$ cat src/rtl/spi_slv_pkg.sv
`timescale 1ns/1ps
package spi_slv_pkg;

    // Transfer format captured while the engine is disabled.
    typedef struct packed {
        logic cpol;
        logic cpha;
    } spi_fmt_t;

    // Transition away from the idle level.
    function automatic logic is_lead(input spi_fmt_t f, input logic prev, input logic cur);
        return (prev == f.cpol) && (cur != f.cpol);
    endfunction

    // Transition back to the idle level.
    function automatic logic is_trail(input spi_fmt_t f, input logic prev, input logic cur);
        return (prev != f.cpol) && (cur == f.cpol);
    endfunction

endpackage

$ cat src/rtl/spi_slv_sync.sv
`timescale 1ns/1ps
module spi_slv_sync #(
    parameter int             W       = 1,
    parameter int             STAGES  = 2,
    parameter logic [W-1:0]   RST_VAL = '0
) (
    input  logic         clk,
    input  logic         rst_n,
    input  logic [W-1:0] din,
    output logic [W-1:0] dout
);

    logic [W-1:0] stg_d [STAGES];
    logic [W-1:0] stg_q [STAGES];

    for (genvar g = 0; g < STAGES; g++) begin : g_stage
        if (g == 0) begin : g_first
            assign stg_d[g] = din;
        end else begin : g_chain
            assign stg_d[g] = stg_q[g-1];
        end

        always_ff @(posedge clk or negedge rst_n) begin
            if (!rst_n) stg_q[g] <= RST_VAL;
            else        stg_q[g] <= stg_d[g];
        end
    end

    assign dout = stg_q[STAGES-1];

endmodule

$ cat src/rtl/spi_slv_edge.sv
`timescale 1ns/1ps
module spi_slv_edge
    import spi_slv_pkg::*;
(
    input  logic     clk,
    input  logic     rst_n,
    input  logic     sck_s,
    input  spi_fmt_t fmt,
    output logic     sample_p,
    output logic     drive_p
);

    typedef struct packed {
        logic sck_prev;
    } edge_st_t;

    edge_st_t state_d, state_q;
    logic     lead, trail;

    always_comb begin
        state_d          = state_q;
        state_d.sck_prev = sck_s;
        lead             = is_lead(fmt, state_q.sck_prev, sck_s);
        trail            = is_trail(fmt, state_q.sck_prev, sck_s);
        sample_p         = fmt.cpha ? trail : lead;
        drive_p          = fmt.cpha ? lead  : trail;
    end

    always_ff @(posedge clk or negedge rst_n) begin
        if (!rst_n) state_q <= '0;
        else        state_q <= state_d;
    end

    // Two sampling edges need a drive edge between them.
    assert_sample_spaced_R1: assert property (@(posedge clk) disable iff (!rst_n)
        sample_p |=> !sample_p);

    assert_drive_spaced_R2: assert property (@(posedge clk) disable iff (!rst_n)
        drive_p |=> !drive_p);

endmodule

$ cat src/rtl/spi_slv_core.sv
`timescale 1ns/1ps
module spi_slv_core #(
    parameter int DW = 8
) (
    input  logic          clk,
    input  logic          rst_n,
    input  logic          enable,
    input  logic          sel_s,
    input  logic          mosi_s,
    input  logic          sample_p,
    input  logic          drive_p,
    input  logic [DW-1:0] tx_data,
    output logic          miso,
    output logic          miso_oe,
    output logic [DW-1:0] rx_data,
    output logic          rx_valid,
    output logic          tx_load,
    output logic          abort_err
);

    localparam int          CW   = $clog2(DW);
    localparam logic [CW-1:0] LAST = CW'(DW - 1);

    typedef struct packed {
        logic [CW-1:0] cnt;
        logic [DW-1:0] rx_sh;
        logic [DW-1:0] tx_sh;
        logic [DW-1:0] rx_byte;
        logic          rx_vld;
        logic          tx_ld;
        logic          pend;
        logic          err;
        logic          sel_prev;
        logic          oe;
    } core_st_t;

    core_st_t      state_d, state_q;
    logic [DW-1:0] rx_next;

    always_comb begin
        state_d          = state_q;
        state_d.rx_vld   = 1'b0;
        state_d.tx_ld    = 1'b0;
        state_d.sel_prev = sel_s;
        state_d.oe       = enable && !sel_s;
        rx_next          = {state_q.rx_sh[DW-2:0], mosi_s};

        if (!enable) begin
            // Disable: clear error and shift state.
            state_d.cnt   = '0;
            state_d.pend  = 1'b0;
            state_d.err   = 1'b0;
            state_d.rx_sh = '0;
            state_d.tx_sh = '0;
        end else if (sel_s) begin
            // Deselected: a partial character marks an abort.
            state_d.cnt  = '0;
            state_d.pend = 1'b0;
            if (!state_q.sel_prev && state_q.cnt != '0) state_d.err = 1'b1;
        end else if (state_q.sel_prev) begin
            // Select just asserted: first byte goes straight onto MISO.
            state_d.tx_sh = tx_data;
            state_d.tx_ld = 1'b1;
            state_d.cnt   = '0;
            state_d.pend  = 1'b0;
            state_d.rx_sh = '0;
        end else begin
            if (sample_p) begin
                state_d.rx_sh = rx_next;
                if (state_q.cnt == LAST) begin
                    state_d.rx_byte = rx_next;
                    state_d.rx_vld  = 1'b1;
                    state_d.cnt     = '0;
                    state_d.pend    = 1'b1;
                end else begin
                    state_d.cnt = state_q.cnt + CW'(1);
                end
            end
            if (drive_p) begin
                if (state_q.pend) begin
                    state_d.tx_sh = tx_data;
                    state_d.tx_ld = 1'b1;
                    state_d.pend  = 1'b0;
                end else if (state_q.cnt != '0) begin
                    state_d.tx_sh = {state_q.tx_sh[DW-2:0], 1'b0};
                end
            end
        end
    end

    always_ff @(posedge clk or negedge rst_n) begin
        if (!rst_n) begin
            state_q          <= '0;
            state_q.sel_prev <= 1'b1;
        end else begin
            state_q <= state_d;
        end
    end

    assign miso      = state_q.tx_sh[DW-1];
    assign miso_oe   = state_q.oe;
    assign rx_data   = state_q.rx_byte;
    assign rx_valid  = state_q.rx_vld;
    assign tx_load   = state_q.tx_ld;
    assign abort_err = state_q.err;

    assert_valid_pulse_R4: assert property (@(posedge clk) disable iff (!rst_n)
        state_q.rx_vld |=> !state_q.rx_vld);

    assert_valid_boundary_R4: assert property (@(posedge clk) disable iff (!rst_n)
        state_q.rx_vld |-> (state_q.cnt == '0 && state_q.pend));

    assert_err_cause_R5: assert property (@(posedge clk) disable iff (!rst_n)
        $rose(state_q.err) |-> ($past(sel_s) && !$past(sel_s, 2)));

    assert_err_sticky_R6: assert property (@(posedge clk) disable iff (!rst_n)
        (state_q.err && enable) |=> state_q.err);

    assert_err_clear_R6: assert property (@(posedge clk) disable iff (!rst_n)
        !enable |=> !state_q.err);

    assert_oe_off_R8: assert property (@(posedge clk) disable iff (!rst_n)
        (!enable || sel_s) |=> !state_q.oe);

    assert_load_pulse_R9: assert property (@(posedge clk) disable iff (!rst_n)
        state_q.tx_ld |=> !state_q.tx_ld);

    assert_idle_quiet_R11: assert property (@(posedge clk) disable iff (!rst_n)
        !enable |=> (!state_q.rx_vld && !state_q.tx_ld));

endmodule

$ cat src/rtl/spi_frame_slave.sv
`timescale 1ns/1ps
module spi_frame_slave
    import spi_slv_pkg::*;
#(
    parameter int DW          = 8,
    parameter int SYNC_STAGES = 2
) (
    input  logic          clk,
    input  logic          rst_n,
    input  logic          enable,
    input  logic          cfg_cpol,
    input  logic          cfg_cpha,
    input  logic          sck,
    input  logic          mosi,
    input  logic          sel_n,
    input  logic [DW-1:0] tx_data,
    output logic          miso,
    output logic          miso_oe,
    output logic [DW-1:0] rx_data,
    output logic          rx_valid,
    output logic          tx_load,
    output logic          abort_err
);

    localparam int NSYNC = 3;

    logic [NSYNC-1:0] raw_in, syn_out;
    logic             sck_s, mosi_s, sel_s;
    logic             sample_p, drive_p;
    spi_fmt_t         fmt_d, fmt_q;

    assign raw_in = {sck, mosi, sel_n};

    spi_slv_sync #(
        .W       (NSYNC),
        .STAGES  (SYNC_STAGES),
        .RST_VAL (3'b001)
    ) u_sync (
        .clk   (clk),
        .rst_n (rst_n),
        .din   (raw_in),
        .dout  (syn_out)
    );

    assign {sck_s, mosi_s, sel_s} = syn_out;

    // Format follows the pins only while disabled.
    always_comb begin
        fmt_d = fmt_q;
        if (!enable) fmt_d = '{cpol: cfg_cpol, cpha: cfg_cpha};
    end

    always_ff @(posedge clk or negedge rst_n) begin
        if (!rst_n) fmt_q <= '0;
        else        fmt_q <= fmt_d;
    end

    spi_slv_edge u_edge (
        .clk      (clk),
        .rst_n    (rst_n),
        .sck_s    (sck_s),
        .fmt      (fmt_q),
        .sample_p (sample_p),
        .drive_p  (drive_p)
    );

    spi_slv_core #(.DW(DW)) u_core (
        .clk       (clk),
        .rst_n     (rst_n),
        .enable    (enable),
        .sel_s     (sel_s),
        .mosi_s    (mosi_s),
        .sample_p  (sample_p),
        .drive_p   (drive_p),
        .tx_data   (tx_data),
        .miso      (miso),
        .miso_oe   (miso_oe),
        .rx_data   (rx_data),
        .rx_valid  (rx_valid),
        .tx_load   (tx_load),
        .abort_err (abort_err)
    );

    assert_cfg_frozen_R7: assert property (@(posedge clk) disable iff (!rst_n)
        $past(enable) |-> $stable(fmt_q));

endmodule

$ cat config.mk
export PLATFORM = sky130hd
export DESIGN_NAME = spi_frame_slave
export DESIGN_NICKNAME = d
export VERILOG_FILES = /design/src/rtl/spi_slv_pkg.sv /design/src/rtl/spi_slv_sync.sv /design/src/rtl/spi_slv_edge.sv /design/src/rtl/spi_slv_core.sv /design/src/rtl/spi_frame_slave.sv
export SDC_FILE = /design/constraint.sdc
export NUM_CORES = 1
export LEC_CHECK = 0
export ABC_AREA = 1
export BUFFER_PORTS_ARGS = -buffer_cell sky130_fd_sc_hd__buf_4
export CORE_MARGIN = 1
export CORE_UTILIZATION = 55
export DETAILED_ROUTE_END_ITERATION = 10
export PLACE_DENSITY = 0.81
export SLEW_MARGIN = 10
export SYNTH_ARGS = -nofsm -noshare
export SYNTH_HDL_FRONTEND = slang
export SYNTH_SLANG_ARGS = --single-unit
$ cat constraint.sdc
create_clock -name clk -period 3.94 [get_ports clk]
set_input_delay 0 -clock clk [delete_from_list [all_inputs] [get_ports clk]]
set_output_delay 0 -clock clk [all_outputs]
set_load 0.05 [all_outputs]
Yosys cells after proc, flatten, opt, wreduce, memory -nomap -nowiden --
Cells that the tools add are included.
Storage, ports and cells: register bits after elaboration 41, input port bits 16
Operators by class: $add $sub $neg 1, equal/unequal tests 12, multiplexer cells 24, bitwise operators 2, reduce and logical (&&, ||, !) cells 11
Operators by type and width (number):
- 19-bit two-way mux | 2
- 9-bit two-way mux | 3
- 26-bit two-way mux | 1
- 8-bit two-way mux | 3
- 11-bit two-way mux | 1
- 2-bit two-way mux | 5
- 4-bit by 1-bit inequality test with 1-bit output, second input constant | 2
- 1-bit two-way mux | 7
- 3-bit two-way mux | 2
- 3-bit by 1-bit inequality test with 1-bit output, second input constant | 2
- 5-bit AND reduction | 1
- 1-bit logical AND | 4
- 2-bit by 1-bit inequality test with 1-bit output, second input constant | 2
- 2-bit AND reduction | 2
- 3-bit by 1-bit adder with 3-bit output, second input constant | 1
- 3-bit == test, second input constant | 1
- 3-bit AND reduction | 1
- 3-bit nonzero test | 1
- 1-bit == test | 2
- 1-bit zero test | 2
- 1-bit inequality test | 2
- 2-bit inequality test, second input constant | 1
- 1-bit NOT | 2

Logic depth before layout (Yosys ltp) --
Gate-level depths: netlist of the first run.
depth in word-level cells 9, mapped depth 10, gate-level depth less buffers 10

Cells and area by module --
From an unflattened synthesis of the first run, not the netlist that was laid out.
Unflattened totals: cells, all modules 215, area total of the unflattened synthesis 1870.5 µm²
Modules (own cells, without submodules):
- spi_slv_core | instances 1, cells an instance 177, area each 1529.0 µm², seq. area each 802.0 µm²
- spi_slv_sync | instances 1, cells an instance 6, area each 152.6 µm², seq. area each 152.6 µm²
- spi_slv_edge | instances 1, cells an instance 23, area each 112.6 µm², seq. area each 25.0 µm²
- spi_frame_slave | instances 1, cells an instance 9, area each 76.3 µm², seq. area each 50.0 µm²

Least setup slack after synthesis of the first run --
OpenSTA, ideal clock, no wires.
path kind register to register, start reg fmt_q[1] (netlist bit), end reg u_core.state_q (netlist bit u_core.miso), setup time 0.119 ns, data arrival time 1.128 ns, data required time 3.821 ns, setup slack 2.693 ns, cell stages (with the launch flop) 9, buffers on the path 0, cell sequence dfrtp_1 > inv_2 > nand2_1 > nand2_2 > nand3_1 > nand3_4 > nand3_4 > nand2_1 > nand2_1
On the way: longest elaborated chain between the ends 5, elaborated cells between the ends (all ways) 9
RTL lines:
- from (decl) | RTL line spi_frame_slave.sv:30 | spi_fmt_t fmt_d, fmt_q;
- from (signal assigned) | RTL line spi_frame_slave.sv:55 | else fmt_q <= fmt_d;
- 1-bit inequality test (tied with other cells) | RTL line spi_slv_pkg.sv:17 | return (prev != f.cpol) && (cur == f.cpol);
- 1-bit logical AND (on tied branches) | RTL line spi_slv_pkg.sv:17, spi_slv_pkg.sv:12
- 1-bit two-way mux * | RTL line spi_slv_edge.sv:26 | drive_p = fmt.cpha ? lead : trail;
- 3-bit by 1-bit inequality test with 1-bit output (no line) *
- 3-bit AND reduction (no line) *
- to (signal assigned) | RTL line spi_slv_core.sv:96 | state_q <= state_d;
- to (decl) | RTL line spi_slv_core.sv:37 | core_st_t state_d, state_q;
Every way passes the cells marked *; elsewhere a longest branch is shown, timed or not. A chain may end at the register's enable or synchronous reset.

Worst setup path after layout of the first run --
start reg fmt_q[1] (netlist bit), end reg u_core.state_q (netlist bit u_core.rx_next[5])
On the way: longest elaborated chain between the ends 5, elaborated cells between the ends (all ways) 9
RTL lines:
- 1-bit == test (tied with other cells) | RTL line spi_slv_pkg.sv:12 | return (prev == f.cpol) && (cur != f.cpol);
- 1-bit logical AND (on tied branches) | RTL line spi_slv_pkg.sv:12, spi_slv_pkg.sv:17
- 1-bit two-way mux * | RTL line spi_slv_edge.sv:25 | sample_p = fmt.cpha ? trail : lead;
- 3-bit by 1-bit inequality test with 1-bit output (no line) *
- 2-bit AND reduction (no line) *
Marks and branches as above.

==> impl_metrics.py, run 1 <==
metrics = {
    "sta": {
        "slew_headroom_pct": 65.86,
        "final_hold_viol_count": 0,
        "post-route-period-util_pct": 36.67,
        "grt_setup_unrepaired": "false",
        "post-route-min-period_ns": 1.445,
        "hold_slack_ns": 0.04871,
        "tns_ns": 0,
        "max_freq_mhz": 692.2,
        "finalSetupViolations": 0,
        "finClkSkew_ns": 0.01097,
        "tightest_slew_ns": 0.5121,
        "maxSlewViolCount": 0,
    },
    "synthesis": {
        "ys_seq_area_share_pct": 54.07,
        "synth_top_area_share_pct": 49.93,
        "synth_top_cell_by_area": "dfrtp_1",
        "synth_area_um2": 1904,
        "avgSynthCellArea_um2": 8.816,
        "yosysUniqueCellTypes": 22,
        "synth-seq-cells": 41,
        "syn_inst": 216,
        "yosysWarningCount": 0,
        "synth.area.top_cells": "dfrtp_1, nand2_1, dfstp_2, nand4_1, buf_4",
        "synthesis.nets": 235,
    },
    "place": {
        "gp_congestion": 0.7914,
        "place.port_buffers": 28,
        "dp.cells": 281,
        "place_area_um2": 2105,
        "dp_hpwl_um": 2307,
    },
    "global_routing": {
        "antenna_found_initial": 0,
        "grt_pass1_wl_um": 5761,
        "grt_pass1_vias": 1327,
        "grt_usage_pct": 21.86,
        "grt_overflow": 0,
        "grt_max_degree": 42,
    },
    "detailed_routing": {
        "avgViaCountPerCell": 4.980,
        "drt_iter0_markers": 81,
        "wl_per_cell_um": 11.88,
        "drtAntennaViolNets": 0,
        "wl_um": 3539,
        "drcViolationCount": 0,
        "num_vias": 1484,
        "firstDrtPassIters": 5,
    },
    "power_and_ir_drop": {
        "leakage_uw": 0.001234,
        "p_per_area_nw_per_um2": 367.9,
        "p_comb_share_pct": 12.3,
        "pwr-share-seq_pct": 53.2,
        "intPower_uw": 625.1,
        "irDropWorstVdd_uv": 236.3,
        "switching_share_pct": 25.59,
        "p_sw_uw": 214.9,
        "p_clk_share_pct": 34.5,
        "finalPower_uw": 840.1,
    },
    "floorplanning": {
        "die_w_um": 60.84,
        "die_h_um": 60.84,
        "die_area_um2": 3702,
        "pin_count": 29,
        "design.core.area_um2": 3337,
        "start_util_pct": 57.07,
        "placementRows": 21,
    },
    "clock_tree": {
        "htree_num_levels": 2,
        "max-clock-path-buffers": 2,
        "cts_tree": "done",
        "numCtsBuffers": 5,
        "cts_sinks": 41,
        "postCtsSetupBuffers": 0,
        "clk_latency_ns": 0.37,
        "ctsResizeCount": 0,
        "clkTransAtPathRegs_ns": 0.12,
        "cts-root-buf": "clkbuf_4",
    },
    "worst_setup_path": {
        "arrival_ns": 1.71,
        "worstPathRequired_ns": 4.21,
        "cp_max_fo": 7,
        "start_kind": "register",
        "crit_path_end_kind": "register",
        "criticalPathCategory": "register to register",
    },
    "finish": {
        "antenna_cells": 0,
        "syn_to_final_growth_pct": 19.91,
        "drive_above_1_share_pct": 23.41,
        "nNetsFinal": 270,
        "multi_input_area_um2": 749.5,
        "n_fill_cell": 277,
        "design_area_um2": 2283,
        "seq_area_um2": 1030,
        "finalNonFillerCells": 298,
    },
    "job": {
        "drv_cap": 0,
    },
    "hold_path": {
        "hold_path_class": "primary input to register",
    },
    "status": {
        "status": "finished, final reports clean",
    },
}
==> metrics by stage <==
step,setup WS [ns],utilization [%]
2_1_floorplan,2.693,-
3_3_place_gp,2.558,63.07
3_5_place_dp,2.515,63.07
4_1_cts,2.507,68.43
5_1_grt,2.362,68.43
6_report,2.495,68.43
==> layer usage <==
layer	vias up	GRT usage, %	routed length [um]
met5	-	0	0
met4	0	10.39	84
met3	8	6.397	157
met2	35	34.07	1685
met1	694	28.16	1612
li1	747	-	-
==> power by group through the flow <==
| stage | clock (uW) | combinational, uW | sequential [uW] |
|---|---|---|---|
| after floorplan | 0 | 55.6 | 459 |
| after global placement | 0 | 93.9 | 454 |
| after detailed placement | 0 | 96.2 | 455 |
| after CTS | 297 | 104 | 447 |
| after global routing | 314 | 115 | 449 |
| final | 290 | 103 | 447 |
==> registers in the layout, indices dropped and copies added (netlist names) <==
name and count:
u_core.miso 1, u_core.rx_valid 1, u_edge.state_q 1, fmt_q 2, u_sync.stg_d 3, u_core.miso_oe 1, u_sync.dout 3, u_core.state_q 12
u_core.rx_next 7, u_core.abort_err 1, u_core.tx_load 1, u_core.rx_data 8
==> synthesized netlist by cell type <==
master	count
inv_6	1
inv_1	10
nand3_2	1
dfrtp_1	38
a21oi_1	1
inv_2	3
nand2_1	88
nor3_2	1
and2_1	1
o21ai_1	7
o21ai_2	1
o21ai_0	3
nand4_1	11
nand3_1	5
buf_4	9
nand2_4	1
ha_1	3
dfstp_2	3
nor2_1	17
nand3_4	2
nand2_2	5
nor2_4	5
==> layout by cell type, fill, tap and decap left out <==
cell type      count
nand2_1           88
dfrtp_1           38
buf_4             28
nor2_1            17
nand4_1           11
inv_1             10
dlygate4sd3_1      9
o21ai_1            7
nor2_4             5
nand2_2            5
nand3_1            5
clkbuf_4           5
inv_2              3
o21ai_0            3
ha_1               3
dfstp_2            3
nand3_4            2
and2_1             1
nor3_2             1
nand2_4            1
inv_6              1
a21oi_1            1
nand3_2            1
o21ai_2            1
clkbuf_8           1
clkinvlp_4         1
bufinv_16          1
==> cell type report <==
| class | instances | area share, % |
|---|---|---|
| flip-flops and latches | 41 | 45.10 |
| multi-input cells | 152 | 32.82 |
| repair buffers | 37 | 13.15 |
| inverters | 14 | 2.521 |
| well taps | 46 | 2.521 |
| clock buffers | 6 | 2.247 |
| clock inverters | 2 | 1.644 |
==> path summary, 6_finish.rpt <==
| path | start | to | slack, ns | depth (start not counted) |
|---|---|---|---|---|
| setup reg to reg | fmt_q[1]$_DFFE_PN0N_ | u_core.rx_next[5]$_DFFE_PN0P_ | 2.50 | 8 |
| hold / removal | tx_data[2] | u_core.state_q[16]$_DFFE_PN0P_ | 0.05 | 5 |
| max in group asynchronous | rst_n | u_sync.dout[0]$_DFF_PN1_ | 3.43 | 2 |
| setup / recovery | fmt_q[1]$_DFFE_PN0N_ | u_core.rx_next[5]$_DFFE_PN0P_ | 2.50 | 8 |
| hold reg to reg | u_sync.stg_d[0]$_DFF_PN1_ | u_sync.dout[0]$_DFF_PN1_ | 0.36 | 0 |
| min in group asynchronous | rst_n | u_edge.state_q$_DFF_PN0_ | 0.14 | 2 |
==> cells by family (layout without fill, tap and decap cells) <==
| kind of cell | count (synthesis) | after routing | share of synthesized area [%] |
|---|---|---|---|
| adder cells (fa/ha/maj) | 3 | 3 | 1.971 |
| flip-flops | 41 | 41 | 54.07 |
| AND/OR/NAND/NOR | 137 | 137 | 34.03 |
| AO/OA/AOI/OAI | 12 | 12 | 3.350 |
| buffers and inverters | 23 | 59 | 6.570 |
==> worst max-delay path: stages, from the launching register on <==
cell and delay, ns:
dfrtp_1 0.45, inv_2 0.11, nand2_1 0.07, nand2_2 0.11
nand3_1 0.13, nand3_1 0.11, nand2_1 0.19, nand2_1 0.13
nand2_1 0.06
==> timing repair <==
| action | 4_1_cts | 5_1_grt |
|---|---|---|
| setup endpoints to repair | 0 | 0 |
| hold buffers | 9 | 0 |
| hold endpoints to repair | 48 | 0 |
No activity file was read; power rests on OpenSTA's default activity.
==> run 2: changes to the inputs <==
--- a/config.mk
+++ b/config.mk
@@ -5,7 +5,7 @@
 export SDC_FILE = /design/constraint.sdc
 export NUM_CORES = 1
 export LEC_CHECK = 0
-export ABC_AREA = 1
+export ABC_AREA = 0
 export BUFFER_PORTS_ARGS = -buffer_cell sky130_fd_sc_hd__buf_4
 export CORE_MARGIN = 1
 export CORE_UTILIZATION = 55
==> constraint.sdc (replaced) <==
create_clock -name clk -period 1.4 [get_ports clk]
set_input_delay 0 -clock clk [delete_from_list [all_inputs] [get_ports clk]]
set_output_delay 0 -clock clk [all_outputs]
set_load 0.05 [all_outputs]
==> impl_metrics.py, run 2 <==
metrics = {
    "job": {
        "drv_cap": 0,
    },
    "detailed_routing": {
        "avgViaCountPerCell": 5.954,
        "wl_per_cell_um": 20.29,
        "wl_um": 5317,
        "firstDrtPassIters": 5,
        "drt_iter0_markers": 82,
        "drtAntennaViolNets": 0,
        "num_vias": 1560,
        "drcViolationCount": 0,
    },
    "synthesis": {
        "synthTopCellsByCount": "dfrtp_1, nand3_1, nand2_1",
        "ys_seq_area_share_pct": 56.52,
        "synth_area_um2": 1822,
        "avgSynthCellArea_um2": 12.06,
        "synth_most_common_cell": "dfrtp_1",
        "synth-async-reset-ratio_pct": 100.0,
        "synthesis.nets": 170,
        "synth_edf_count": 0,
        "ys.flop_type": "dfrtp_1",
        "synth_top_area_share_pct": 52.20,
        "synth.area.top_cells": "dfrtp_1, mux2_4, mux2i_1, nand3_1, dfstp_2",
        "yosysWarningCount": 0,
        "yosysUniqueCellTypes": 31,
        "synth-seq-cells": 41,
        "synth_top_cell_by_area": "dfrtp_1",
        "syn_inst": 151,
    },
    "finish": {
        "largest_reg_flops": 12,
        "seq_area_um2": 1030,
        "final_common_cell": "buf_4",
        "syn_to_final_growth_pct": 47.87,
        "multi_input_area_um2": 904.6,
        "n_fill_cell": 153,
        "antenna_cells": 0,
        "drive_above_1_share_pct": 48.17,
        "finalNonFillerCells": 262,
        "layout_common_cells": "buf_4, dfrtp_1, nand3_1, dlygate4sd3_1, nand2_1",
        "regMostFlops": "u_core.state_q",
        "nNetsFinal": 237,
    },
    "power_and_ir_drop": {
        "leakage_uw": 0.001279,
        "irDropWorstVdd_uv": 765.4,
        "p_per_area_nw_per_um2": 941.3,
    },
    "sta": {
        "finClkSkew_ns": 0.02465,
        "post-route-min-period_ns": 1.904,
        "maxSlewViolCount": 0,
        "slew_headroom_pct": 60.00,
        "grt_setup_unrepaired": "true",
        "tightest_slew_ns": 0.5978,
        "post-route-period-util_pct": 136.0,
        "max_freq_mhz": 525.1,
        "final_hold_viol_count": 0,
        "tns_ns": -6.728,
        "finalSetupViolations": 28,
        "setup_ws_ns": -0.5044,
    },
    "worst_setup_path": {
        "reg2reg_from": "fmt_q[1]$_DFFE_PN0N_",
        "r2r_slack_ns": -0.50,
        "crit_path_end_kind": "register",
        "path_cells": "xnor2_2 -> mux2_4 -> or3b_1 -> buf_6 -> mux2_4",
        "criticalPathCategory": "register to register",
        "critPathMaxStageDelay_ns": 0.43,
        "r2r-end": "u_core.rx_data[1]$_DFFE_PN0P_",
        "crit_top_cell": "mux2_4",
        "arrival_ns": 2.16,
        "crit_family": "multiplexers",
        "cpMaxStageDelayCell": "dfrtp_1",
        "start_kind": "register",
        "crit_buf_inv": 1,
        "r2r_cells": 5,
        "worstPathRequired_ns": 1.66,
        "cp_max_fo": 9,
    },
    "clock_tree": {
        "numCtsBuffers": 5,
        "clk_latency_ns": 0.36,
        "htree_num_levels": 2,
        "cts_tree": "done",
        "max-clock-path-buffers": 2,
        "cts-root-buf": "clkbuf_4",
        "clkTransAtPathRegs_ns": 0.13,
        "cts_sinks": 41,
    },
    "place": {
        "place.port_buffers": 28,
        "dp_hpwl_um": 2539,
        "dp.cells": 229,
        "gp_congestion": 0.7940,
    },
    "hold_path": {
        "min_from": "enable",
        "hold_path_class": "primary input to register",
        "min_path_cells": 3,
        "min_to": "u_core.abort_err$_DFFE_PN0P_",
    },
    "global_routing": {
        "grt_usage_pct": 30.69,
        "grt_pass1_wl_um": 7576,
        "grt_max_degree": 42,
        "grt_overflow": 0,
        "grt_pass1_vias": 1554,
        "antenna_found_initial": 0,
    },
    "status": {
        "violations": "negative setup slack",
        "status": "finished, violations left",
    },
    "floorplanning": {
        "pin_count": 29,
        "design.core.area_um2": 3103,
        "die_area_um2": 3546,
        "die_w_um": 59.55,
        "die_h_um": 59.55,
        "start_util_pct": 58.71,
        "placementRows": 20,
    },
}
## run 2: cell types whose count changed after synthesis, moves of 8 or more
cell / previous run / this run
mux2i_1: 0 / 9
o2bb2ai_1: 0 / 8
nand2_1: 88 / 12
nand3_1: 5 / 16
nor2_1: 17 / 4
mux2_4: 0 / 8
## run 2: worst max-delay path by stage
stage	slack, ns	start	end	depth (start not counted)
floorplan	-0.48	fmt_q[1]$_DFFE_PN0N_	u_core.rx_data[0]$_DFFE_PN0P_	5
global placement	-0.46	fmt_q[1]$_DFFE_PN0N_	u_core.rx_data[0]$_DFFE_PN0P_	5
detailed placement	-0.49	fmt_q[1]$_DFFE_PN0N_	u_core.rx_data[2]$_DFFE_PN0P_	5
CTS	-0.47	fmt_q[0]$_DFFE_PN0N_	u_core.rx_data[2]$_DFFE_PN0P_	5
global route	-0.53	fmt_q[1]$_DFFE_PN0N_	u_core.rx_data[1]$_DFFE_PN0P_	5
finish	-0.50	fmt_q[1]$_DFFE_PN0N_	u_core.rx_data[1]$_DFFE_PN0P_	5
## run 2: logic make-up after synthesis
family / Yosys count / share of synthesized area, %
adder cells (fa/ha/maj): 3 / 2.061
multiplexers: 20 / 13.39
XOR/XNOR: 2 / 0.9617
flip-flops: 41 / 56.52
buffers and inverters: 17 / 5.563
AND/OR/NAND/NOR: 53 / 15.32
AO/OA/AOI/OAI: 15 / 6.181
## run 2: power by group
| part | leakage (uW) | internal [uW] | total, uW | switching, uW |
|---|---|---|---|---|
| sequential | 0.000541 | 1230 | 1270 | 36.8 |
| combinational | 0.000697 | 260 | 513 | 253 |
| clock | 0.0000410 | 364 | 755 | 391 |
## run 2: repair_timing
item	CTS	global route
pin swaps	17	8
resized for setup	33	13
hold buffers	14	0
hold endpoints to repair	54	0
buffers inserted	18	3
endpoints found under the setup margin	27	29
cloned	1	0
## run 2: layout make-up
| class | count | share of cell area, % |
|---|---|---|
| flip-flops and latches | 41 | 38.23 |
| repair buffers | 73 | 22.90 |
| inverters | 4 | 0.5574 |
| well taps | 44 | 2.044 |
| multi-input cells | 93 | 33.58 |
| clock buffers | 5 | 1.393 |
| clock inverters | 2 | 1.301 |
## run 2: worst register-to-register path: cells and delay by family, from the launching register on
family / cells / cell delay [ns]
xor gates and xnor gates: 1 / 0.20
buffers and inverters: 1 / 0.17
and+or+nand+nor: 1 / 0.37
DFF: 1 / 0.43
muxes: 2 / 0.64
## run 2: metal layers
metal	wire [um]	up-vias	GRT usage (%)	share of wire (%)
met2	2660	114	53.13	50
met5	0	-	0	0
met3	416	33	8.734	7.8
met1	1920	751	35.06	36
li1	-	662	-	-
met4	320	0	13.95	6.0
## run 2: per-stage QoR
| stage | worst slack, ns | cell area (um^2) | utilization (%) | total power (uW) | hold WS [ns] |
|---|---|---|---|---|---|
| detailed placement | -0.4930 | 2155 | 69.44 | 1590 | -0.0009205 |
| CTS | -0.4730 | 2643 | 85.16 | 2475 | 0.08611 |
| floorplan | -0.4822 | 1837 | - | 1435 | -0.2956 |
| global route | -0.5259 | 2694 | 86.81 | 2617 | 0.09299 |
| global placement | -0.4584 | 2155 | 69.44 | 1574 | -0.008912 |
| finish | -0.5044 | 2694 | 86.81 | 2536 | 0.09908 |
